`src/rtl/esync_pkg.sv`:
```
package esync_pkg;

    localparam int TRS_LEN = 4;
    localparam int LANE_W  = 8;
    localparam int PHASE_W = 2;

    localparam logic [LANE_W-1:0] TRS_ONES = '1;
    localparam logic [LANE_W-1:0] TRS_ZERO = '0;

    typedef enum logic [1:0] {
        SRC_EXTERNAL = 2'd0,
        SRC_EMB8     = 2'd1,
        SRC_EMB16    = 2'd2,
        SRC_SPARE    = 2'd3
    } sync_src_e;

    typedef enum logic [1:0] {
        DET_IDLE,
        DET_ONES,
        DET_ZERO1,
        DET_ZERO2
    } det_state_e;

    typedef struct packed {
        logic field;
        logic vblank;
        logic eav;
    } trs_status_t;

    function automatic trs_status_t decode_status(input logic [LANE_W-1:0] b);
        trs_status_t r;
        r.field  = b[6];
        r.vblank = b[5];
        r.eav    = b[4];
        return r;
    endfunction

    function automatic logic is_embedded(input sync_src_e s);
        return (s == SRC_EMB8) || (s == SRC_EMB16);
    endfunction

    function automatic logic [PHASE_W-1:0] cb_slot_mask(input sync_src_e s);
        return (s == SRC_EMB8) ? 2'b11 : 2'b01;
    endfunction

endpackage

```
`src/rtl/esync_slot_phase.sv`:
```
module esync_slot_phase
    import esync_pkg::*;
(
    input  logic      clk,
    input  logic      rst,
    input  sync_src_e src,
    output logic      cb_slot
);
    logic [PHASE_W-1:0] phase;

    always_ff @(posedge clk) begin
        if (rst) phase <= '0;
        else     phase <= phase + 1'b1;
    end

    assign cb_slot = ((phase & cb_slot_mask(src)) == '0);
endmodule

```
`src/rtl/esync_trs_detect.sv`:
```
module esync_trs_detect
    import esync_pkg::*;
(
    input  logic              clk,
    input  logic              rst,
    input  logic              en,
    input  logic              cb_slot,
    input  logic [LANE_W-1:0] lane_byte,
    output logic              st_vld,
    output trs_status_t       st
);
    det_state_e state, nxt;
    logic       start;

    assign start = en && cb_slot && (lane_byte == TRS_ONES);
    assign st    = decode_status(lane_byte);

    always_comb begin
        nxt    = state;
        st_vld = 1'b0;
        unique case (state)
            DET_IDLE:  nxt = start ? DET_ONES : DET_IDLE;
            DET_ONES:  nxt = (lane_byte == TRS_ZERO) ? DET_ZERO1
                           : (start ? DET_ONES : DET_IDLE);
            DET_ZERO1: nxt = (lane_byte == TRS_ZERO) ? DET_ZERO2
                           : (start ? DET_ONES : DET_IDLE);
            DET_ZERO2: begin
                st_vld = en;
                nxt    = DET_IDLE;
            end
            default:   nxt = DET_IDLE;
        endcase
        if (!en) nxt = DET_IDLE;
    end

    always_ff @(posedge clk) begin
        if (rst) state <= DET_IDLE;
        else     state <= nxt;
    end
endmodule

```
`src/rtl/esync_sync_gen.sv`:
```
module esync_sync_gen
    import esync_pkg::*;
#(
    parameter int LEN = TRS_LEN
) (
    input  logic        clk,
    input  logic        rst,
    input  logic        st_vld,
    input  trs_status_t st,
    output logic        hs,
    output logic        vs,
    output logic        fld,
    output logic        act,
    output logic        vld
);
    localparam int CNT_W = $clog2(LEN + 1);
    localparam logic [CNT_W-1:0] CNT_LOAD = CNT_W'(LEN);
    localparam logic [CNT_W-1:0] CNT_LAST = CNT_W'(1);

    logic [CNT_W-1:0] kill_cnt;
    logic             act_pend;
    logic             win_end;

    assign win_end = (kill_cnt == CNT_LAST);
    assign vld     = (kill_cnt == '0);

    always_ff @(posedge clk) begin
        if (rst) begin
            kill_cnt <= CNT_LOAD;
            act_pend <= 1'b0;
            hs       <= 1'b0;
            vs       <= 1'b0;
            fld      <= 1'b0;
            act      <= 1'b0;
        end else begin
            if (st_vld)               kill_cnt <= CNT_LOAD;
            else if (kill_cnt != '0)  kill_cnt <= kill_cnt - 1'b1;

            if (st_vld) begin
                fld <= st.field;
                hs  <= st.eav;
                if (st.eav) vs <= st.vblank;
            end

            if (st_vld)       act_pend <= !st.eav && !st.vblank;
            else if (win_end) act_pend <= 1'b0;

            if (st_vld && st.eav)       act <= 1'b0;
            else if (act_pend && win_end) act <= 1'b1;
        end
    end
endmodule

```
`src/rtl/esync_delay.sv`:
```
module esync_delay #(
    parameter int W     = 18,
    parameter int DEPTH = 4
) (
    input  logic         clk,
    input  logic         rst,
    input  logic [W-1:0] din,
    output logic [W-1:0] dout
);
    logic [W-1:0] stage [DEPTH];

    for (genvar g = 0; g < DEPTH; g++) begin : g_stage
        if (g == 0) begin : g_head
            always_ff @(posedge clk) begin
                if (rst) stage[g] <= '0;
                else     stage[g] <= din;
            end
        end else begin : g_tail
            always_ff @(posedge clk) begin
                if (rst) stage[g] <= '0;
                else     stage[g] <= stage[g-1];
            end
        end
    end

    assign dout = stage[DEPTH-1];
endmodule

```
`src/rtl/esync_decoder.sv`:
```
module esync_decoder
    import esync_pkg::*;
#(
    parameter int PIX_W = 16
) (
    input  logic             clk,
    input  logic             rst,
    input  logic [1:0]       mode,
    input  logic [PIX_W-1:0] pix_in,
    input  logic             ext_hs,
    input  logic             ext_vs,
    output logic [PIX_W-1:0] pix_out,
    output logic             pix_vld,
    output logic             hs_out,
    output logic             vs_out,
    output logic             field_out,
    output logic             act_out
);
    localparam int DLY_W = PIX_W + 2;

    sync_src_e   src;
    logic        emb;
    logic        cb_slot;
    logic        st_vld;
    trs_status_t st;
    logic        sg_hs, sg_vs, sg_fld, sg_act, sg_vld;
    logic [DLY_W-1:0] dly_out;
    logic        dly_h, dly_v;

    assign src = sync_src_e'(mode);
    assign emb = is_embedded(src);

    esync_slot_phase u_phase (
        .clk(clk), .rst(rst), .src(src), .cb_slot(cb_slot)
    );

    esync_trs_detect u_det (
        .clk(clk), .rst(rst), .en(emb), .cb_slot(cb_slot),
        .lane_byte(pix_in[LANE_W-1:0]), .st_vld(st_vld), .st(st)
    );

    esync_sync_gen #(.LEN(TRS_LEN)) u_gen (
        .clk(clk), .rst(rst), .st_vld(st_vld), .st(st),
        .hs(sg_hs), .vs(sg_vs), .fld(sg_fld), .act(sg_act), .vld(sg_vld)
    );

    esync_delay #(.W(DLY_W), .DEPTH(TRS_LEN)) u_dly (
        .clk(clk), .rst(rst), .din({ext_hs, ext_vs, pix_in}), .dout(dly_out)
    );

    assign dly_h     = dly_out[DLY_W-1];
    assign dly_v     = dly_out[DLY_W-2];
    assign pix_out   = dly_out[PIX_W-1:0];
    assign pix_vld   = sg_vld;
    assign hs_out    = emb ? sg_hs  : dly_h;
    assign vs_out    = emb ? sg_vs  : dly_v;
    assign field_out = emb ? sg_fld : 1'b0;
    assign act_out   = emb ? sg_act : (sg_vld && !(dly_h || dly_v));
endmodule

```
`config.mk`:
```
export PLATFORM = sky130hd
export DESIGN_NAME = esync_decoder
export DESIGN_NICKNAME = d
export VERILOG_FILES = /design/src/rtl/esync_pkg.sv /design/src/rtl/esync_slot_phase.sv /design/src/rtl/esync_trs_detect.sv /design/src/rtl/esync_sync_gen.sv /design/src/rtl/esync_delay.sv /design/src/rtl/esync_decoder.sv
export SDC_FILE = /design/constraint.sdc
export NUM_CORES = 1
export LEC_CHECK = 0
export ABC_CLOCK_PERIOD_IN_PS = 3100
export CORE_MARGIN = 4
export CORE_UTILIZATION = 40
export DETAILED_ROUTE_END_ITERATION = 10
export GPL_ROUTABILITY_DRIVEN = 0
export GPL_TIMING_DRIVEN = 0
export HOLD_SLACK_MARGIN = 0.1
export PLACE_DENSITY = 0.67
export SETUP_SLACK_MARGIN = 0.1
export SYNTH_ARGS = -nofsm -noshare
export SYNTH_HDL_FRONTEND = slang
export SYNTH_HIERARCHICAL = 1
export SYNTH_SLANG_ARGS = --single-unit
```
`constraint.sdc`:
```
create_clock -name clk -period 3.1 [get_ports clk]
set_input_delay 0.465 -clock clk [delete_from_list [all_inputs] [get_ports clk]]
set_output_delay 0.465 -clock clk [all_outputs]
set_load 0.02 [all_outputs]
```
======== Word-level counts from Yosys, hierarchy flattened ========
Memories as Yosys holds them, arrays and structs flattened.
Cells that the tools add are included.
storage, ports and cells
  flip-flop bits (word level) ............. 12
  RAM bits ................................ 72
  memories ................................ 1
cells by class
  $add $sub $neg .......................... 2
  eq/ne operators ......................... 7
  mux-type cells .......................... 19
  bitwise logic cells ..................... 6
  reductions and logical operators ........ 21
memories
  name         words  width  rd ports  clocked after memory_dff  wr ports  line               RTL
  u_dly.stage  4      18     4         0                         4         esync_delay.sv:10  logic [W-1:0] stage [DEPTH];
operators with widths
  cell                                              number
  2-to-1 mux 18 bit                                 4
  2-to-1 mux 1 bit                                  11
  == test 8 bit, second input constant              1
  zero test 8 bit                                   1
  one-hot mux 2 bit (4 select lines)                1
  == test 2 bit, second input constant              3
  logical AND 1 bit                                 6
  2-to-1 mux 2 bit                                  3
  OR reduction 2 bit                                3
  == test 2 x 1 -> 1 bit, second input constant     2
  zero test 2 bit                                   2
  OR 1 bit                                          4
  == test 3 x 1 -> 1 bit, second input constant     1
  zero test 1 bit                                   3
  zero test 3 bit                                   1
  nonzero test 3 bit                                1
  subtractor 3 x 1 -> 3 bit, second input constant  1
  adder 2 x 1 -> 2 bit, second input constant       1
  bitwise AND 2 bit                                 1
  logical OR 1 bit                                  2
  AND reduction 2 bit                               1
  nonzero test 2 bit                                1
  NOT 1 bit                                         1

======== Longest topological paths before layout ========
Gate-level depths: netlist (run 1).
  depth after elaboration ................. 9
  depth in mapped cells ................... 7

======== Hierarchy ========
Netlist (run 1), hierarchy kept.
modules (own cells, without submodules)
  module            times used  cells an instance  area each (um^2)  sequential area each (um^2)
  esync_delay       1           152                1981.9            1441.4
  esync_sync_gen    1           41                 372.9             160.2
  esync_trs_detect  1           20                 165.2             40.0
  esync_decoder     1           7                  70.1              0.0
  esync_slot_phase  1           7                  66.3              40.0

======== Least setup slack after synthesis (run 1) ========
OpenSTA, ideal clock, no wires.
  kind .................................... reg-to-output
  start ................................... reg u_gen.kill_cnt[0]
  end ..................................... out act_out
  arrival time ............................ 1.368 ns
  path slack .............................. 1.267 ns
  stages on the path, launching flop included .. 7
  cell sequence ........................... dfxtp_1 > inv_1 > ha_1 > nand2b_4 > inv_1 > nor3b_1 > mux2_1
on the way
  cells in the longest elaborated chain, start to end .. 3
ends and longest elaborated chain
  item                      line                  RTL
  start: declaration        esync_sync_gen.sv:20  logic [CNT_W-1:0] kill_cnt;
  start signal: assignment  esync_sync_gen.sv:37  else if (kill_cnt != '0) kill_cnt <= kill_cnt - 1'b1;
  zero test 3 bit           esync_sync_gen.sv:25  assign vld = (kill_cnt == '0);
  named net pix_vld         esync_decoder.sv:13   output logic pix_vld,
  logical AND 1 bit         esync_decoder.sv:58   assign act_out = emb ? sg_act : (sg_vld && !(dly_h || dly_v));
  2-to-1 mux 1 bit          esync_decoder.sv:58
  end: declaration          esync_decoder.sv:17   output logic act_out
The timed path passes the listed nets, and every way through them passes these cells.

======== Final worst setup path (run 1) ========
  start ................................... reg u_gen.kill_cnt[0]
  end ..................................... out act_out
on the way
  cells in the longest elaborated chain, start to end .. 3
ends and longest elaborated chain
  item               line
  zero test 3 bit    esync_sync_gen.sv:25
  logical AND 1 bit  esync_decoder.sv:58
  2-to-1 mux 1 bit   esync_decoder.sv:58
Every way passes these cells.

==> results of run 1 <==
per-stage QoR:
stage	setup WS, ns	util	area, sq um	hold WS [ns]
global placement	0.438	0.497	3170	0.417
finish	0.450	0.530	3380	0.434
detailed placement	0.451	0.497	3170	0.420
CTS	0.413	0.530	3380	0.435
floorplan	1.27	-	2660	0.414
global route	0.352	0.530	3380	0.447
cell type report:
class | instances | area, sq um
clock buffer | 9 | 124
timing repair buffer | 42 | 420
inverter | 8 | 30.0
clock inverter | 7 | 85.1
buffer | 13 | 121
multi-input combinational | 122 | 823
tap | 77 | 96.3
sequential | 84 | 1680
fill | 555 | 3000
cell families (layout without fill, tap and decap cells):
| family | after synthesis | in the layout |
|---|---|---|
| xor gates and xnor gates | 4 | 4 |
| DFF | 84 | 84 |
| AOI/OAI and AO/OA | 10 | 10 |
| adders and majority gates | 3 | 3 |
| muxes | 4 | 4 |
| buffers and inverters | 21 | 79 |
| and+or+nand+nor | 101 | 101 |
power groups by stage:
stage	clock network [W]	logic, W	registers [W]
floorplan	0	0.000169	0.00118
global placement	0	0.000247	0.00118
detailed placement	0	0.000251	0.00118
CTS	0.000816	0.000252	0.00115
global route	0.000862	0.000278	0.00116
finish	0.000785	0.000248	0.00115
layer usage:
metal,GRT usage,part of all wire
met1,0.119,0.44
met2,0.179,0.46
met3,0.0571,0.082
met4,0.0568,0.020
met5,0,0
critical path, delay by kind of cell (launching register included):
kind	cells	cell delay [ns]
flip-flops	1	0.38
buffers and inverters	3	0.68
multiplexers	1	0.29
AND/OR/NAND/NOR	2	0.24
adder cells (fa/ha/maj)	1	0.24
final timing paths:
kind	startpoint	endpoint	depth (start not counted)
max reg2reg	u_phase/phase[1]	u_det/state[0]	5
max	u_gen/kill_cnt[0]	act_out	7
min reg2reg	u_dly/stage[0][14]	u_dly/stage[1][14]	1
min	u_dly/stage[0][14]	u_dly/stage[1][14]	1
cell usage in the layout, fill, tap and decap left out, drive strengths merged, types with 2 or more instances in the layout:
cell / n
buf: 12
ha: 3
nor2: 7
nor3: 2
clkdlybuf4s50: 42
clkinv: 2
nor2b: 72
nand2: 6
nand2b: 3
nor3b: 2
nand3: 2
clkinvlp: 2
mux2: 3
nor4: 2
a21oi: 2
a31oi: 3
dfxtp: 84
xnor2: 4
inv: 10
clkbuf: 10
registers in the layout (all words and copies together) (netlist names):
| register | flops |
|---|---|
| u_dly/stage | 72 |
| u_gen/act_pend | 1 |
| u_gen/kill_cnt | 3 |
| u_gen/hs | 1 |
| u_gen/fld | 1 |
| u_det/state | 2 |
| u_gen/vs | 1 |
| u_phase/phase | 2 |
| u_gen/act | 1 |
==> reports/qor.csv, run 1 <==
metric,value,unit
synth_simple_gate_area_share,0.235,
die_y,89.5,um
synth_commonest_cells,"dfxtp_1 (84), nor2b_1 (72), buf_6 (8), inv_1 (8)",
synthesis.nets,252,
syn_inst,227,
syn_area,2660,sq um
cpPeakStageDelay,0.54,ns
wl_per_cell,10.6,um
synth.largest_area_cell,dfxtp_1,
initial_core_util,0.416,
grt_pass1_wl,6470,um
avgSynthCellArea,11.7,sq um
clk_pin_slew,0.09,ns
post-route-min-period,2.65,ns
p_sw_frac,0.245,
timing.fmax,377,MHz
synth_xor_area_frac,0.0160,
required,2.63,ns
yosys.area.top_type_share,0.633,
synth_ff_type,dfxtp_1,
ys_seq_elements,84,
nets,305,
hold_path_class,register to register,
clk_latency,0.35,ns
peakVddDrop,374,uV
power.total,0.00218,W
seqPwrFrac,0.527,
routed_wl,3830,um
area_delta_synth_final,27.3,%
synth-compound-area-share,0.0287,
cts_resized,0,
core-area,6390,sq um
synth_edf_count,0,
synth-warning-count,6,
antenna_found_initial,0,
setup.worst_path.end_class,output port,
viasPerCell,4.21,
switchingPower,0.000536,W
die_w,89.5,um
clkPwrFrac,0.359,
crit_fanout,4,
dp_cells,346,
port_buffers,42,
synth_top_family_by_area,simple AND/OR/NAND/NOR gates,
hold_viol,0,
setup_viol,0,
antenna_cells,0,
drt_iter0_markers,26,
async_reset_ff_frac,0,
cp_slowest_cell,clkdlybuf4s50_1,
setup.worst_path.start_class,register,
firstDrtPassIters,3,
fp.dieArea,8010,sq um
synth_area_leaders,"dfxtp_1 (63%), nor2b_1 (17%), buf_6 (3.4%), ha_1 (1.4%), mux2_1 (1.3%)",
static-leakage-power,1.33,nW
outcome,completed,
cts_hold_buf,0,
worstPathCellList,inv_1 -> ha_1 -> nand2b_4 -> inv_1 -> nor3b_1 -> mux2_1 -> clkdlybuf4s50_1,
drc_errors,0,
dpl.hpwl,2740,um
maxSlewHeadroom,0.743,
reg2reg_slack,1.72,ns
cts_sinks,84,
io_pins,43,
critPathArrivalTime,2.19,ns
track_usage,0.111,
vias,1524,
cts_root_buf,clkbuf_8,
synth_adder_area_share,0.0141,
cts_made_buffers,9,
tightest_slew,0.386,ns
row_count,29,
p_per_area,646,nW/um^2
fin_crit_sh,0.855,
skew,0.00700,ns
synth_cell_type_count,33,
p_comb_frac,0.114,
final_cell_count_no_fill,362,
drive_gt1_frac,0.130,
max-cap-violations,0,
tns,0,ns
rsz0062_at_grt,no,
p_int,0.00165,W
critical_path_class,register to output port,
yosys-mux-area-fraction,0.0165,
synth-seq-area-share,0.633,
clock_path_buffers,2,
grt_pass1_vias,1460,
drv_slew,0,
cts_tree,yes,
antenna_left,0,
yosysMostFrequentCell,dfxtp_1,
cts_setup_buffers,0,
crit_top_cell,inv_1,
h-tree-depth,3,
grt.overflow.total,0,
grt_max_degree,17,
No activity file was read; power rests on OpenSTA's default activity.
==> run 2, diff against run 1 <==
SETUP_SLACK_MARGIN = 0.15   (was 0.1)
==> results of run 2 <==
Same layout as run 1: the final DEF is identical, and so are final timing and power.
==> run 3, diff against run 2 <==
SLEW_MARGIN = 20   (was unset)
==> results of run 3 <==
Same layout as run 1: the final DEF is identical, and so are final timing and power.
